===== src/rtl/ipi_doorbell_pkg.sv =====
package ipi_doorbell_pkg;

    // data bit that carries the pulse request in a set-register write
    localparam int unsigned TRIG_BIT = 0;

    // which register a bus access targets
    typedef enum logic [1:0] {
        SEL_NONE = 2'd0,
        SEL_SET  = 2'd1,
        SEL_CLR  = 2'd2
    } reg_sel_e;

endpackage


===== src/rtl/ipi_flag_bank.sv =====
module ipi_flag_bank #(
    parameter int unsigned NUM_FLAGS = 28
) (
    input  logic                 clk_i,
    input  logic                 rst_ni,
    input  logic [NUM_FLAGS-1:0] set_i,
    input  logic [NUM_FLAGS-1:0] clr_i,
    output logic [NUM_FLAGS-1:0] flags_o
);

    typedef struct packed {
        logic [NUM_FLAGS-1:0] flags;
    } bank_st_t;

    bank_st_t st_d, st_q;

    // clear takes priority over set for the same flag
    always_comb begin
        st_d       = st_q;
        st_d.flags = (st_q.flags | set_i) & ~clr_i;
    end

    always_ff @(posedge clk_i) begin
        if (!rst_ni) begin
            st_q <= '0;
        end else begin
            st_q <= st_d;
        end
    end

    assign flags_o = st_q.flags;

endmodule


===== src/rtl/ipi_pulse_stretch.sv =====
module ipi_pulse_stretch #(
    parameter int unsigned HIGH_CYC = 4,
    parameter int unsigned LOW_CYC  = 4
) (
    input  logic clk_i,
    input  logic rst_ni,
    input  logic trig_i,
    output logic pulse_o
);

    localparam int unsigned WIN   = HIGH_CYC + LOW_CYC;
    localparam int unsigned CNT_W = $clog2(WIN + 1);

    typedef struct packed {
        logic [CNT_W-1:0] cnt;
        logic             pulse;
    } stretch_st_t;

    stretch_st_t st_d, st_q;
    logic        accept;

    // cnt counts down the remaining window; a value of 1 is the last
    // blocked cycle, so a trigger sampled then starts a fresh window
    always_comb begin
        st_d   = st_q;
        accept = trig_i && (st_q.cnt <= CNT_W'(1));
        if (accept) begin
            st_d.cnt = CNT_W'(WIN);
        end else if (st_q.cnt != '0) begin
            st_d.cnt = st_q.cnt - CNT_W'(1);
        end
        st_d.pulse = (st_d.cnt > CNT_W'(LOW_CYC));
    end

    always_ff @(posedge clk_i) begin
        if (!rst_ni) begin
            st_q <= '0;
        end else begin
            st_q <= st_d;
        end
    end

    assign pulse_o = st_q.pulse;

endmodule


===== src/rtl/ipi_reg_decode.sv =====
module ipi_reg_decode
    import ipi_doorbell_pkg::*;
#(
    parameter int unsigned ADDR_W    = 4,
    parameter int unsigned DATA_W    = 32,
    parameter int unsigned NUM_FLAGS = 28,
    parameter int unsigned FLAG_LSB  = 4,
    parameter logic [ADDR_W-1:0] SET_ADDR = 4'h0,
    parameter logic [ADDR_W-1:0] CLR_ADDR = 4'h4
) (
    input  logic                 wr_en_i,
    input  logic [ADDR_W-1:0]    addr_i,
    input  logic [DATA_W-1:0]    wr_data_i,
    input  logic [NUM_FLAGS-1:0] flags_i,
    output logic [NUM_FLAGS-1:0] set_o,
    output logic [NUM_FLAGS-1:0] clr_o,
    output logic                 trig_o,
    output logic [DATA_W-1:0]    rd_data_o
);

    reg_sel_e sel;

    always_comb begin
        if (addr_i == SET_ADDR) begin
            sel = SEL_SET;
        end else if (addr_i == CLR_ADDR) begin
            sel = SEL_CLR;
        end else begin
            sel = SEL_NONE;
        end
    end

    always_comb begin
        set_o  = '0;
        clr_o  = '0;
        trig_o = 1'b0;
        if (wr_en_i) begin
            unique case (sel)
                SEL_SET: begin
                    set_o  = wr_data_i[FLAG_LSB +: NUM_FLAGS];
                    trig_o = wr_data_i[TRIG_BIT];
                end
                SEL_CLR: clr_o = wr_data_i[FLAG_LSB +: NUM_FLAGS];
                default: ;
            endcase
        end
    end

    // both views place the same flags; the low reserved/trigger bits read 0
    always_comb begin
        rd_data_o = '0;
        if (sel != SEL_NONE) begin
            rd_data_o[FLAG_LSB +: NUM_FLAGS] = flags_i;
        end
    end

endmodule


===== src/rtl/ipi_doorbell.sv =====
module ipi_doorbell #(
    parameter int unsigned ADDR_W    = 4,
    parameter int unsigned DATA_W    = 32,
    parameter int unsigned FLAG_LSB  = 4,
    parameter int unsigned HIGH_CYC  = 4,
    parameter int unsigned LOW_CYC   = 4,
    parameter logic [ADDR_W-1:0] SET_ADDR = 4'h0,
    parameter logic [ADDR_W-1:0] CLR_ADDR = 4'h4
) (
    input  logic              clk_i,
    input  logic              rst_ni,
    input  logic              wr_en_i,
    input  logic [ADDR_W-1:0] addr_i,
    input  logic [DATA_W-1:0] wr_data_i,
    output logic [DATA_W-1:0] rd_data_o,
    output logic              host_irq_o
);

    localparam int unsigned NUM_FLAGS = DATA_W - FLAG_LSB;

    logic [NUM_FLAGS-1:0] flags_q;
    logic [NUM_FLAGS-1:0] set_mask;
    logic [NUM_FLAGS-1:0] clr_mask;
    logic                 trig;

    ipi_reg_decode #(
        .ADDR_W    (ADDR_W),
        .DATA_W    (DATA_W),
        .NUM_FLAGS (NUM_FLAGS),
        .FLAG_LSB  (FLAG_LSB),
        .SET_ADDR  (SET_ADDR),
        .CLR_ADDR  (CLR_ADDR)
    ) u_decode (
        .wr_en_i   (wr_en_i),
        .addr_i    (addr_i),
        .wr_data_i (wr_data_i),
        .flags_i   (flags_q),
        .set_o     (set_mask),
        .clr_o     (clr_mask),
        .trig_o    (trig),
        .rd_data_o (rd_data_o)
    );

    ipi_flag_bank #(
        .NUM_FLAGS (NUM_FLAGS)
    ) u_bank (
        .clk_i   (clk_i),
        .rst_ni  (rst_ni),
        .set_i   (set_mask),
        .clr_i   (clr_mask),
        .flags_o (flags_q)
    );

    ipi_pulse_stretch #(
        .HIGH_CYC (HIGH_CYC),
        .LOW_CYC  (LOW_CYC)
    ) u_stretch (
        .clk_i   (clk_i),
        .rst_ni  (rst_ni),
        .trig_i  (trig),
        .pulse_o (host_irq_o)
    );

endmodule


===== config.mk =====
export PLATFORM = sky130hd
export DESIGN_NAME = ipi_doorbell
export DESIGN_NICKNAME = d
export VERILOG_FILES = /design/src/rtl/ipi_doorbell_pkg.sv /design/src/rtl/ipi_flag_bank.sv /design/src/rtl/ipi_pulse_stretch.sv /design/src/rtl/ipi_reg_decode.sv /design/src/rtl/ipi_doorbell.sv
export SDC_FILE = /design/constraint.sdc
export NUM_CORES = 1
export LEC_CHECK = 0
export ABC_CLOCK_PERIOD_IN_PS = 3450
export BUFFER_PORTS_ARGS = -buffer_cell sky130_fd_sc_hd__buf_2
export CAP_MARGIN = 10
export CORE_UTILIZATION = 51
export CTS_CLUSTER_DIAMETER = 40
export DETAILED_ROUTE_END_ITERATION = 8
export GPL_TIMING_DRIVEN = 0
export MAX_ROUTING_LAYER = met4
export PLACE_DENSITY = 0.87
export SYNTH_ARGS = -nofsm -noshare
export SYNTH_HDL_FRONTEND = slang
export SYNTH_SLANG_ARGS = --single-unit

===== constraint.sdc =====
create_clock -name clk_i -period 3.45 [get_ports clk_i]
set_input_delay 0 -clock clk_i [delete_from_list [all_inputs] [get_ports clk_i]]
set_output_delay 0 -clock clk_i [all_outputs]
set_load 0.01 [all_outputs]

==> results of run 1 <==
kinds of logic (layout without fill, tap and decap cells):
group                    Yosys count  in the layout
other                              1              4
XOR/XNOR                           1              1
adder cells (fa/ha/maj)            2              2
AND/OR/NAND/NOR                   71             71
buffers and inverters             50            131
AO/OA/AOI/OAI                     62             62
flip-flops                        33             33
Yosys cell counts:
cell type | number | share of area [%]
a21oi_1 | 29 | 8.6
nor2_1 | 4 | 0.88
dfxtp_1 | 33 | 39
inv_1 | 32 | 7.1
o311ai_0 | 1 | 0.52
o21ai_0 | 28 | 8.3
nand4_1 | 1 | 0.37
nor3_1 | 2 | 0.59
a31oi_1 | 1 | 0.37
or3_1 | 28 | 10
clkbuf_1 | 11 | 2.4
or4b_4 | 1 | 0.81
buf_6 | 3 | 2.0
or3b_2 | 1 | 0.52
or2_2 | 1 | 0.37
nor4b_1 | 2 | 1.0
xnor2_1 | 1 | 0.52
and2_1 | 29 | 11
a211oi_1 | 1 | 0.44
a31o_2 | 1 | 0.52
nand2_1 | 1 | 0.22
conb_1 | 1 | 0.22
o311a_1 | 1 | 0.59
buf_4 | 4 | 1.8
ha_1 | 2 | 1.5
and3b_1 | 1 | 0.52
worst reg2reg max path: stages, from the launching register on:
cell      delay, ns
dfxtp_1        0.44
inv_1          0.08
ha_1           0.25
or2_2          0.30
a31o_2         0.27
a211oi_1       0.15
stage by stage:
| stage | util (%) | hold WS [ns] | setup WS (ns) | instances |
|---|---|---|---|---|
| 2_1_floorplan | - | 0.135 | 2.03 | 223 |
| 3_3_place_gp | 67.0 | 0.280 | 1.88 | 330 |
| 3_5_place_dp | 67.0 | 0.287 | 1.84 | 330 |
| 4_1_cts | 71.8 | 0.00145 | 1.84 | 346 |
| 5_1_grt | 72.5 | 0.00296 | 1.70 | 348 |
| 6_report | 72.5 | -0.00371 | 1.84 | 348 |
final cells by class:
| cell class | count | share of cell area [%] |
|---|---|---|
| timing repair buffer | 73 | 18.5 |
| clock inverter | 1 | 0.223 |
| buffer | 18 | 4.67 |
| clock buffer | 7 | 2.89 |
| multi-input combinational | 140 | 36.6 |
| sequential | 33 | 29.4 |
| tap | 44 | 2.45 |
| inverter | 32 | 5.34 |
routing by layer:
layer  track usage (%)  vias to the layer above  routed length [microns]
met1              27.1                      721                     1640
met4              5.98                        0                       38
met5                 -                        -                        0
met2              34.0                       53                     1730
li1                  -                      887                        -
met3              6.49                        5                      222
sequential cells by signal (all words and copies together), names as in the netlist:
signal,flops
u_bank.flags_o,28
u_stretch.pulse_o,1
u_stretch.st_q,4
worst max-delay path by stage:
stage	startpoint	to	cells after the start
final	addr_i[3]	rd_data_o[20]	5
after global routing	addr_i[3]	rd_data_o[15]	5
after global placement	addr_i[3]	rd_data_o[21]	5
after detailed placement	addr_i[3]	rd_data_o[21]	5
after CTS	addr_i[3]	rd_data_o[21]	5
after floorplan	u_stretch.st_q[1]$_SDFF_PN0_	u_stretch.st_q[2]$_SDFF_PN0_	5
power by group through the flow:
stage                     Sequential [mW]  Clock, mW  Combinational, mW
after floorplan                     0.437          0              0.133
after global placement              0.442          0              0.178
after detailed placement            0.441          0              0.186
after CTS                           0.433      0.247              0.193
after global routing                0.437      0.266              0.217
final                               0.433      0.245              0.196
==> run_results.csv, run 1 <==
group,metric,value,unit
synthesis,synthSimpleGateAreaFrac,26.3,%
setup_path,startpoint_type,"primary input",
synthesis,syn_area_per_cell,7.71,sq um
timing,worst_pin_slew,1.04,ns
timing,fin_crit_sh,46.7,%
timing,setup_viol,0,
placement,globalplace.congestion,0.764,
setup_path,rrSetupSlack,1.88,ns
power_and_ir_drop,leakage,1.10,nW
die,num_rows,20,
min_path,min-delay-start,"wr_data_i[18]",
timing,slew_violations,0,
timing,fin_tns_setup,0,ns
power_and_ir_drop,ir_drop,0.000335,V
timing,fmax,0.621,GHz
final_layout,syn_to_final_growth,32.5,%
setup_path,slowest_delay,0.84,ns
routing,drc,0,
timing,rsz0062_at_grt,"no",
timing,skew,0.000672,ns
routing,vias,1666,
power_and_ir_drop,power_frac_comb,22.4,%
cts,clk_latency,0.33,ns
final_layout,layout-drive-gt1-share,27.0,%
synthesis,yosys_warnings,0,
die,core_area,0.00310,sq mm
cts,cts.sink_count,33,
setup_path,worstReg2RegEnd,"u_stretch.st_q[2]$_SDFF_PN0_",
cts,cts_tree,"built",
routing,wirelength,3.64,mm
timing,period_minus_slack,1.61,ns
final_layout,nFillCells,286,
power_and_ir_drop,swShare,28.9,%
synthesis,synth_mux_area_share,0,%
grt,grt_first_pass_wirelength,5.73,mm
flow_run,max_cap_viol_count,0,
synthesis,synthAdderAreaFrac,1.47,%
die,die_h,59.7,microns
synthesis,synth-xor-area-share,0.516,%
min_path,hp-class,"primary input to flip-flop",
setup_path,cp_max_fo,10,
synthesis,synthCells,220,
die,design.die.area,0.00356,sq mm
cts,cts_hold_buf,8,
min_path,min_delay_path_depth,4,
grt,grt_max_degree,11,
setup_path,worstPathArrival,1.61,ns
die,die_w,59.7,microns
setup_path,crit_path_frequent_cell,"buf_2",
setup_path,critPathKind,"primary input to output pin",
status,status,"finished, violations left",
cts,cts_resized,0,
setup_path,crit_family,"simple AND/OR/NAND/NOR gates",
power_and_ir_drop,intPower,0.622,mW
power_and_ir_drop,p_clk_share,28.1,%
die,initial_core_util,54.7,%
power_and_ir_drop,power-per-cell-area,389,mW/mm^2
routing,drtIter0Drc,40,
setup_path,cp_slowest_cell,"nor3_1",
setup_path,reg2reg_from,"u_stretch.st_q[1]$_SDFF_PN0_",
grt,track_usage,21.7,%
min_path,whs_endpoint,"u_bank.flags_o[14]$_SDFF_PN0_",
grt,overflow,0,
grt,antenna_found_initial,0,
setup_path,cp_num_buf_inv,3,
final_layout,fin_area,0.00225,sq mm
cts,numCtsBuffers,5,
synthesis,synth-compound-area-share,19.2,%
final_layout,mostFrequentLayoutCells,"63 x buf_2, 33 x dfxtp_1, 32 x inv_1",
timing,hold_ws,-0.00371,ns
placement,portBuffers,63,
routing,viasPerCell,4.79,
cts,clk_path_buf_depth,2,
timing,max_slew_margin,29.9,%
synthesis,yosysUniqueCellTypes,26,
synthesis,ys_ff_latch,33,
cts,clkTransAtPathRegs,0.10,ns
cts,postCtsSetupBuffers,0,
grt,grt_pass1_vias,1377,
die,ios,72,
cts,cts_root_buf,"clkbuf_4",
placement,dp_hpwl,2.60,mm
power_and_ir_drop,p_sw,0.253,mW
timing,final_hold_viol_count,3,
synthesis,synth_top_family_by_area,"simple AND/OR/NAND/NOR gates",
routing,antenna_left,0,
power_and_ir_drop,total_power,0.875,mW
setup_path,r2r_cells,5,
power_and_ir_drop,pwr-share-seq,49.5,%
final_layout,multi_input_area,822,sq um
final_layout,diodes,0,
setup_path,crit_path_end_kind,"output pin",
routing,dr.pass1.iters,4,
final_layout,finalNetCount,344,
setup_path,critPathRequiredTime,3.45,ns
final_layout,final_common_cell,"buf_2",
setup_path,path_cells,"buf_2 -> nor3_1 -> clkbuf_1 -> and2_1 -> buf_2",
synthesis,ys_seq_area_share,38.9,%
cts,htree_levels,2,
status,failed_checks,"hold timing",
synthesis,netlist_area,0.00170,sq mm
placement,post_dp_cell_area,0.00208,sq mm
routing,wl_per_cell,10.4,microns
final_layout,seq_area,661,sq um
No activity file was read; power rests on OpenSTA's default activity.
==> inputs of run 2 (changes only) <==
--- a/config.mk
+++ b/config.mk
@@ -5,15 +5,16 @@
 export SDC_FILE = /design/constraint.sdc
 export NUM_CORES = 1
 export LEC_CHECK = 0
-export ABC_CLOCK_PERIOD_IN_PS = 3450
+export ABC_AREA = 1
+export ABC_CLOCK_PERIOD_IN_PS = 1600
 export BUFFER_PORTS_ARGS = -buffer_cell sky130_fd_sc_hd__buf_2
 export CAP_MARGIN = 10
-export CORE_UTILIZATION = 51
+export CORE_UTILIZATION = 47
 export CTS_CLUSTER_DIAMETER = 40
 export DETAILED_ROUTE_END_ITERATION = 8
 export GPL_TIMING_DRIVEN = 0
 export MAX_ROUTING_LAYER = met4
-export PLACE_DENSITY = 0.87
+export PLACE_DENSITY = 0.81
 export SYNTH_ARGS = -nofsm -noshare
 export SYNTH_HDL_FRONTEND = slang
 export SYNTH_SLANG_ARGS = --single-unit
==> constraint.sdc (replaced) <==
create_clock -name clk_i -period 1.6 [get_ports clk_i]
set_input_delay 0 -clock clk_i [delete_from_list [all_inputs] [get_ports clk_i]]
set_output_delay 0 -clock clk_i [all_outputs]
set_load 0.01 [all_outputs]
==> run 2 against run 1 <==
The run now ends clean. First-iteration DRC count increased to 2.9 times the previous value. Die area increased by 6.1%. Clock skew about the same. Critical path depth increased by 4. Combinational power increased to 2.8 times the previous value. Utilization decreased by 7.0 points. Synthesized cell count increased by 18%. Non-clock buffer count decreased by 1. Clock-buffer cell count unchanged. Clock power increased by 89%. Critical path type is now flip-flop to flip-flop.
==> run_results.csv, run 2 <==
group,metric,value,unit
die,initial_core_util,49.4,%
grt,antenna_found_initial,0,
synthesis,ys_seq_area_share,39.8,%
placement,portBuffers,63,
synthesis,synth_edf_count,0,
cts,cts_hold_buf,10,
synthesis,yosysTopAreaCellShare,39.8,%
cts,clk_path_buf_depth,2,
grt,track_usage,23.3,%
die,die_w,61.5,microns
cts,cts_root_buf,"clkbuf_4",
timing,setup_viol,0,
setup_path,crit_path_frequent_cell,"nand2_1",
timing,setup_ws,0.266,ns
synthesis,synth_flop_cell,"dfxtp_1",
final_layout,layout-drive-gt1-share,23.7,%
cts,postCtsSetupBuffers,0,
timing,rsz0062_at_grt,"no",
setup_path,worstPathArrival,1.56,ns
final_layout,largest_register_ff_count,28,
die,ios,72,
routing,dr.pass1.iters,4,
power_and_ir_drop,pwr-share-seq,47.7,%
timing,slew_violations,0,
synthesis,yosysUniqueCellTypes,17,
synthesis,yosys.area.top_type,"dfxtp_1",
power_and_ir_drop,power_frac_comb,28.6,%
cts,htree_levels,2,
synthesis,synth.most_common_cell,"nor2_1",
routing,wl_per_cell,9.97,microns
setup_path,cp_slowest_cell,"dfxtp_1",
grt,grt_max_degree,11,
timing,period_minus_slack,1.33,ns
timing,fin_tns_setup,0,ns
routing,drtIter0Drc,117,
die,core_area,0.00336,sq mm
synthesis,ys_top_cells_by_count,"63 x nor2_1, 46 x nand2_1, 37 x o21ai_0, 33 x dfxtp_1, 33 x inv_1",
synthesis,ys_ff_latch,33,
routing,antenna_left,0,
power_and_ir_drop,swShare,31.8,%
setup_path,crit_path_end_kind,"flip-flop",
placement,dp_hpwl,2.70,mm
setup_path,path_cells,"inv_1 -> ha_1 -> nand2_1 -> nand2_1 -> nand2_1 -> nand2_1 -> nand2_1 -> nand2_1 -> nand2_1",
timing,fmax,0.750,GHz
synthesis,synthCells,259,
setup_path,cp_max_fo,5,
routing,vias,1805,
routing,viasPerCell,4.65,
synthesis,synthArstFlopShare,0,%
die,num_rows,21,
routing,drc,0,
cts,cts_resized,0,
routing,wirelength,3.87,mm
final_layout,final_common_cell,"buf_2",
power_and_ir_drop,p_clk_share,23.7,%
grt,grt_first_pass_wirelength,6.25,mm
status,status,"complete, no violations",
cts,cts.sink_count,33,
setup_path,startpoint_type,"flip-flop",
cts,clk_latency,0.32,ns
setup_path,critPathKind,"flip-flop to flip-flop",
power_and_ir_drop,power-per-cell-area,884,mW/mm^2
synthesis,syn_area_per_cell,6.42,sq um
cts,numCtsBuffers,5,
final_layout,syn_to_final_growth,32.5,%
timing,skew,0.000428,ns
placement,globalplace.congestion,0.761,
power_and_ir_drop,leakage,1.03,nW
final_layout,finalNetCount,383,
setup_path,slowest_delay,0.33,ns
cts,cts_tree,"built",
setup_path,critPathRequiredTime,1.83,ns
final_layout,mostFrequentLayoutCells,"66 x buf_2, 63 x nor2_1, 46 x nand2_1",
flow_run,max_cap_viol_count,0,
grt,grt_pass1_vias,1505,
cts,clkTransAtPathRegs,0.09,ns
power_and_ir_drop,ir_drop,0.000480,V
grt,overflow,0,
placement,pre_cts_ws,0.272,ns
synthesis,synth.area.top_cells,"dfxtp_1 40%, nor2_1 14%, o21ai_0 11%, nand2_1 10%, inv_1 7.5%",
power_and_ir_drop,p_sw,0.619,mW
power_and_ir_drop,intPower,1.33,mW
min_path,hp-class,"primary input to flip-flop",
die,design.die.area,0.00378,sq mm
final_layout,diodes,0,
synthesis,netlist_area,0.00166,sq mm
timing,final_hold_viol_count,0,
timing,fin_crit_sh,83.4,%
die,die_h,61.5,microns
synthesis,yosys_warnings,0,
run 2: cell types whose count changed in the layout (fill, tap and decap cells not counted), sizes merged, moves of 2 or more:
cell	change
nor2	+60
nand2	+45
a21oi	-29
and2	-29
o21ai	+29
or3	-28
clkbuf	-4
nand3	+4
buf	+3
nor3	-2
nor4b	-2
run 2: final cells by class:
class	instances	area, sq um
Inverter	33	124
Fill cell	347	1160
Tap cell	46	57.6
Sequential cell	33	661
Timing Repair Buffer	73	415
Multi-Input combinational cell	179	787
Buffer	17	101
Clock buffer	7	55.1
run 2: worst paths after layout:
path | start | endpoint | slack, ns | cells after the start
min | wr_data_i[16] | u_bank.flags_o[12]$_SDFF_PN0_ | 0.0005 | 4
min reg2reg | u_bank.flags_o[2]$_SDFF_PN0_ | u_bank.flags_o[2]$_SDFF_PN0_ | 0.55 | 4
max reg2reg | u_stretch.st_q[1]$_SDFF_PN0_ | u_stretch.pulse_o$_SDFF_PN0_ | 0.27 | 9
max | u_stretch.st_q[1]$_SDFF_PN0_ | u_stretch.pulse_o$_SDFF_PN0_ | 0.27 | 9
run 2: metal layers:
layer	part of all wire [%]	GRT usage [%]	wire length (microns)
met1	44	27.6	1710
met2	49	38.4	1890
met3	5.5	5.67	213
met4	1.6	8.57	60
met5	0	-	0
run 2: cells by family (layout without fill, tap and decap cells):
logic type      Yosys count  count (layout)  share of synthesized area, %
compound gates           57              57                          17.2
fa+ha+maj                 2               2                          1.51
xor+xnor                  1               1                         0.527
buf+inv                  50             130                          13.6
flops                    33              33                          39.8
other cells               1               4                         0.226
simple gates            115             115                          27.3
run 2: stage by stage:
step                      instances  total power, mW  hold slack, ns  instance area, sq um  utilization, %
after detailed placement        371             1.49           0.255                  2050            60.8
final                           388             1.95        0.000522                  2200            65.4
after global routing            388             2.12         0.00832                  2200            65.4
after floorplan                 262             1.35           0.116                  1670               -
after CTS                       388             1.96        0.000928                  2200            65.4
after global placement          371             1.48           0.247                  2050            60.8
run 2: power by group through the flow:
stage | clock network [mW] | registers, mW | logic (mW)
floorplan | 0 | 0.948 | 0.406
global placement | 0 | 0.948 | 0.527
detailed placement | 0 | 0.949 | 0.538
CTS | 0.474 | 0.930 | 0.559
global route | 0.513 | 0.938 | 0.669
finish | 0.462 | 0.929 | 0.556
run 2: worst max-delay path, delay by kind of cell (launching register included):
kind                     cells  cell delay, ns
AND/OR/NAND/NOR              7            0.56
adder cells (fa/ha/maj)      1            0.24
flip-flops                   1            0.33
buffers and inverters        1            0.11
==> inputs of run 3 (changes only) <==
--- a/config.mk
+++ b/config.mk
@@ -6,7 +6,7 @@
 export NUM_CORES = 1
 export LEC_CHECK = 0
 export ABC_AREA = 1
-export ABC_CLOCK_PERIOD_IN_PS = 1600
+export ABC_CLOCK_PERIOD_IN_PS = 1300
 export BUFFER_PORTS_ARGS = -buffer_cell sky130_fd_sc_hd__buf_2
 export CAP_MARGIN = 10
 export CORE_UTILIZATION = 47
==> constraint.sdc (replaced) <==
create_clock -name clk_i -period 1.3 [get_ports clk_i]
set_input_delay 0 -clock clk_i [delete_from_list [all_inputs] [get_ports clk_i]]
set_output_delay 0 -clock clk_i [all_outputs]
set_load 0.01 [all_outputs]
==> run 3 against run 2 <==
Sequential share of layout area down 0.23 points. Utilization up 0.74 points. Non-clock buffer count unchanged. Wire length up 1.9%. Hold slack better by 0.00083 ns. Clock skew about the same. Power up 29%. Worst setup slack worse by 0.15 ns. Global-route usage up 0.14 points. Clock power up 23%. Clock-buffer cell count unchanged. Flip-flop and latch count unchanged. Largest cell class unchanged.
==> run_results.csv, run 3 (synthesized netlist as in run 2, its figures left out) <==
group,metric,value,unit
status,status,"complete, no violations",
placement,portBuffers,63,
final_layout,mostFrequentLayoutCells,"66 x buf_2, 62 x nor2_1, 44 x nand2_1",
routing,drtIter0Drc,94,
final_layout,final_common_cell,"buf_2",
grt,track_usage,23.4,%
timing,fin_crit_sh,90.7,%
cts,clk_latency,0.32,ns
cts,postCtsSetupBuffers,0,
grt,grt_max_degree,11,
power_and_ir_drop,leakage,1.03,nW
cts,numCtsBuffers,5,
cts,clkTransAtPathRegs,0.09,ns
die,num_rows,21,
timing,fmax,0.848,GHz
timing,skew,0.000382,ns
timing,final_hold_viol_count,0,
setup_path,cp_max_fo,5,
die,design.die.area,0.00378,sq mm
final_layout,syn_to_final_growth,34.0,%
setup_path,worstPathArrival,1.41,ns
setup_path,startpoint_type,"flip-flop",
setup_path,critPathKind,"flip-flop to flip-flop",
timing,hold_ws,0.00135,ns
min_path,hp-class,"primary input to flip-flop",
die,die_h,61.5,microns
cts,clk_path_buf_depth,2,
final_layout,layout-drive-gt1-share,26.0,%
setup_path,critPathRequiredTime,1.53,ns
routing,antenna_left,0,
routing,vias,1811,
flow_run,max_cap_viol_count,0,
final_layout,largest_register_ff_count,28,
die,core_area,0.00336,sq mm
grt,overflow,0,
die,initial_core_util,49.4,%
power_and_ir_drop,power-per-cell-area,1130,mW/mm^2
final_layout,finalNetCount,383,
cts,cts.sink_count,33,
cts,cts_root_buf,"clkbuf_4",
placement,globalplace.congestion,0.761,
routing,wirelength,3.94,mm
setup_path,crit_path_end_kind,"flip-flop",
grt,antenna_found_initial,0,
timing,setup_viol,0,
cts,htree_levels,2,
final_layout,fin_util,66.2,%
power_and_ir_drop,ir_drop,0.000597,V
routing,wl_per_cell,10.2,microns
grt,grt_pass1_vias,1515,
timing,slew_violations,0,
cts,cts_tree,"built",
final_layout,diodes,0,
routing,dr.pass1.iters,4,
timing,rsz0062_at_grt,"no",
placement,dp_hpwl,2.70,mm
routing,viasPerCell,4.67,
die,ios,72,
die,die_w,61.5,microns
routing,drc,0,
timing,period_minus_slack,1.18,ns
grt,grt_first_pass_wirelength,6.29,mm
run 3: layer usage:
layer  track usage (%)  share of wire, %  vias up
met5                 -                 0        -
met3              5.67               5.1        7
met1              27.6                44      798
met4              8.57               1.5        0
li1                  -                 -      956
met2              38.8                49       50
run 3: stage by stage:
stage,area (sq um),setup TNS (ns),setup slack [ns],cells,power (mW)
5_1_grt,2230,0,0.0163,388,2.72
2_1_floorplan,1670,0,0.107,262,1.67
6_report,2230,0,0.120,388,2.51
3_3_place_gp,2050,-0.0241,-0.0232,371,1.82
4_1_cts,2210,0,0.0258,388,2.46
3_5_place_dp,2050,-0.0371,-0.0281,371,1.83
run 3: cell type report:
cell class              instances  area, sq um
plain buffers                  17          101
clock buffers                   7         55.1
fillers                       341         1140
inverters                      33          126
multi-input cells             179          807
flip-flops and latches         33          663
well taps                      46         57.6
repair buffers                 73          415
run 3: critical path, cell delays in order, from the launching register on:
cell and delay, ns:
dfxtp_2 0.35, inv_4 0.07, ha_4 0.15, nand2_2 0.09, o21ai_0 0.22, nand2_1 0.09, nand2_1 0.06, nand2_1 0.04
run 3: repair_timing:
action | 4_1_cts | 5_1_grt
gates resized for setup | 2 | 8
hold endpoints to repair | 12 | 0
pin swaps | 1 | 2
setup endpoints to repair | 3 | 4
hold buffers | 10 | 0
run 3: power breakdown:
part	internal, mW	leakage (nW)	switching, mW
registers	1.10	0.268	0.0686
clock network	0.255	0.0314	0.314
logic	0.326	0.731	0.444
total	1.68	1.03	0.827
run 3: path summary, 6_finish.rpt:
check / startpoint / end / slack [ns] / cells past startpoint
setup / recovery: u_stretch.st_q[1]$_SDFF_PN0_ / u_stretch.pulse_o$_SDFF_PN0_ / 0.12 / 7
hold / removal: wr_data_i[16] / u_bank.flags_o[12]$_SDFF_PN0_ / 0.001 / 4
setup reg to reg: u_stretch.st_q[1]$_SDFF_PN0_ / u_stretch.pulse_o$_SDFF_PN0_ / 0.12 / 7
hold reg to reg: u_bank.flags_o[2]$_SDFF_PN0_ / u_bank.flags_o[2]$_SDFF_PN0_ / 0.55 / 4
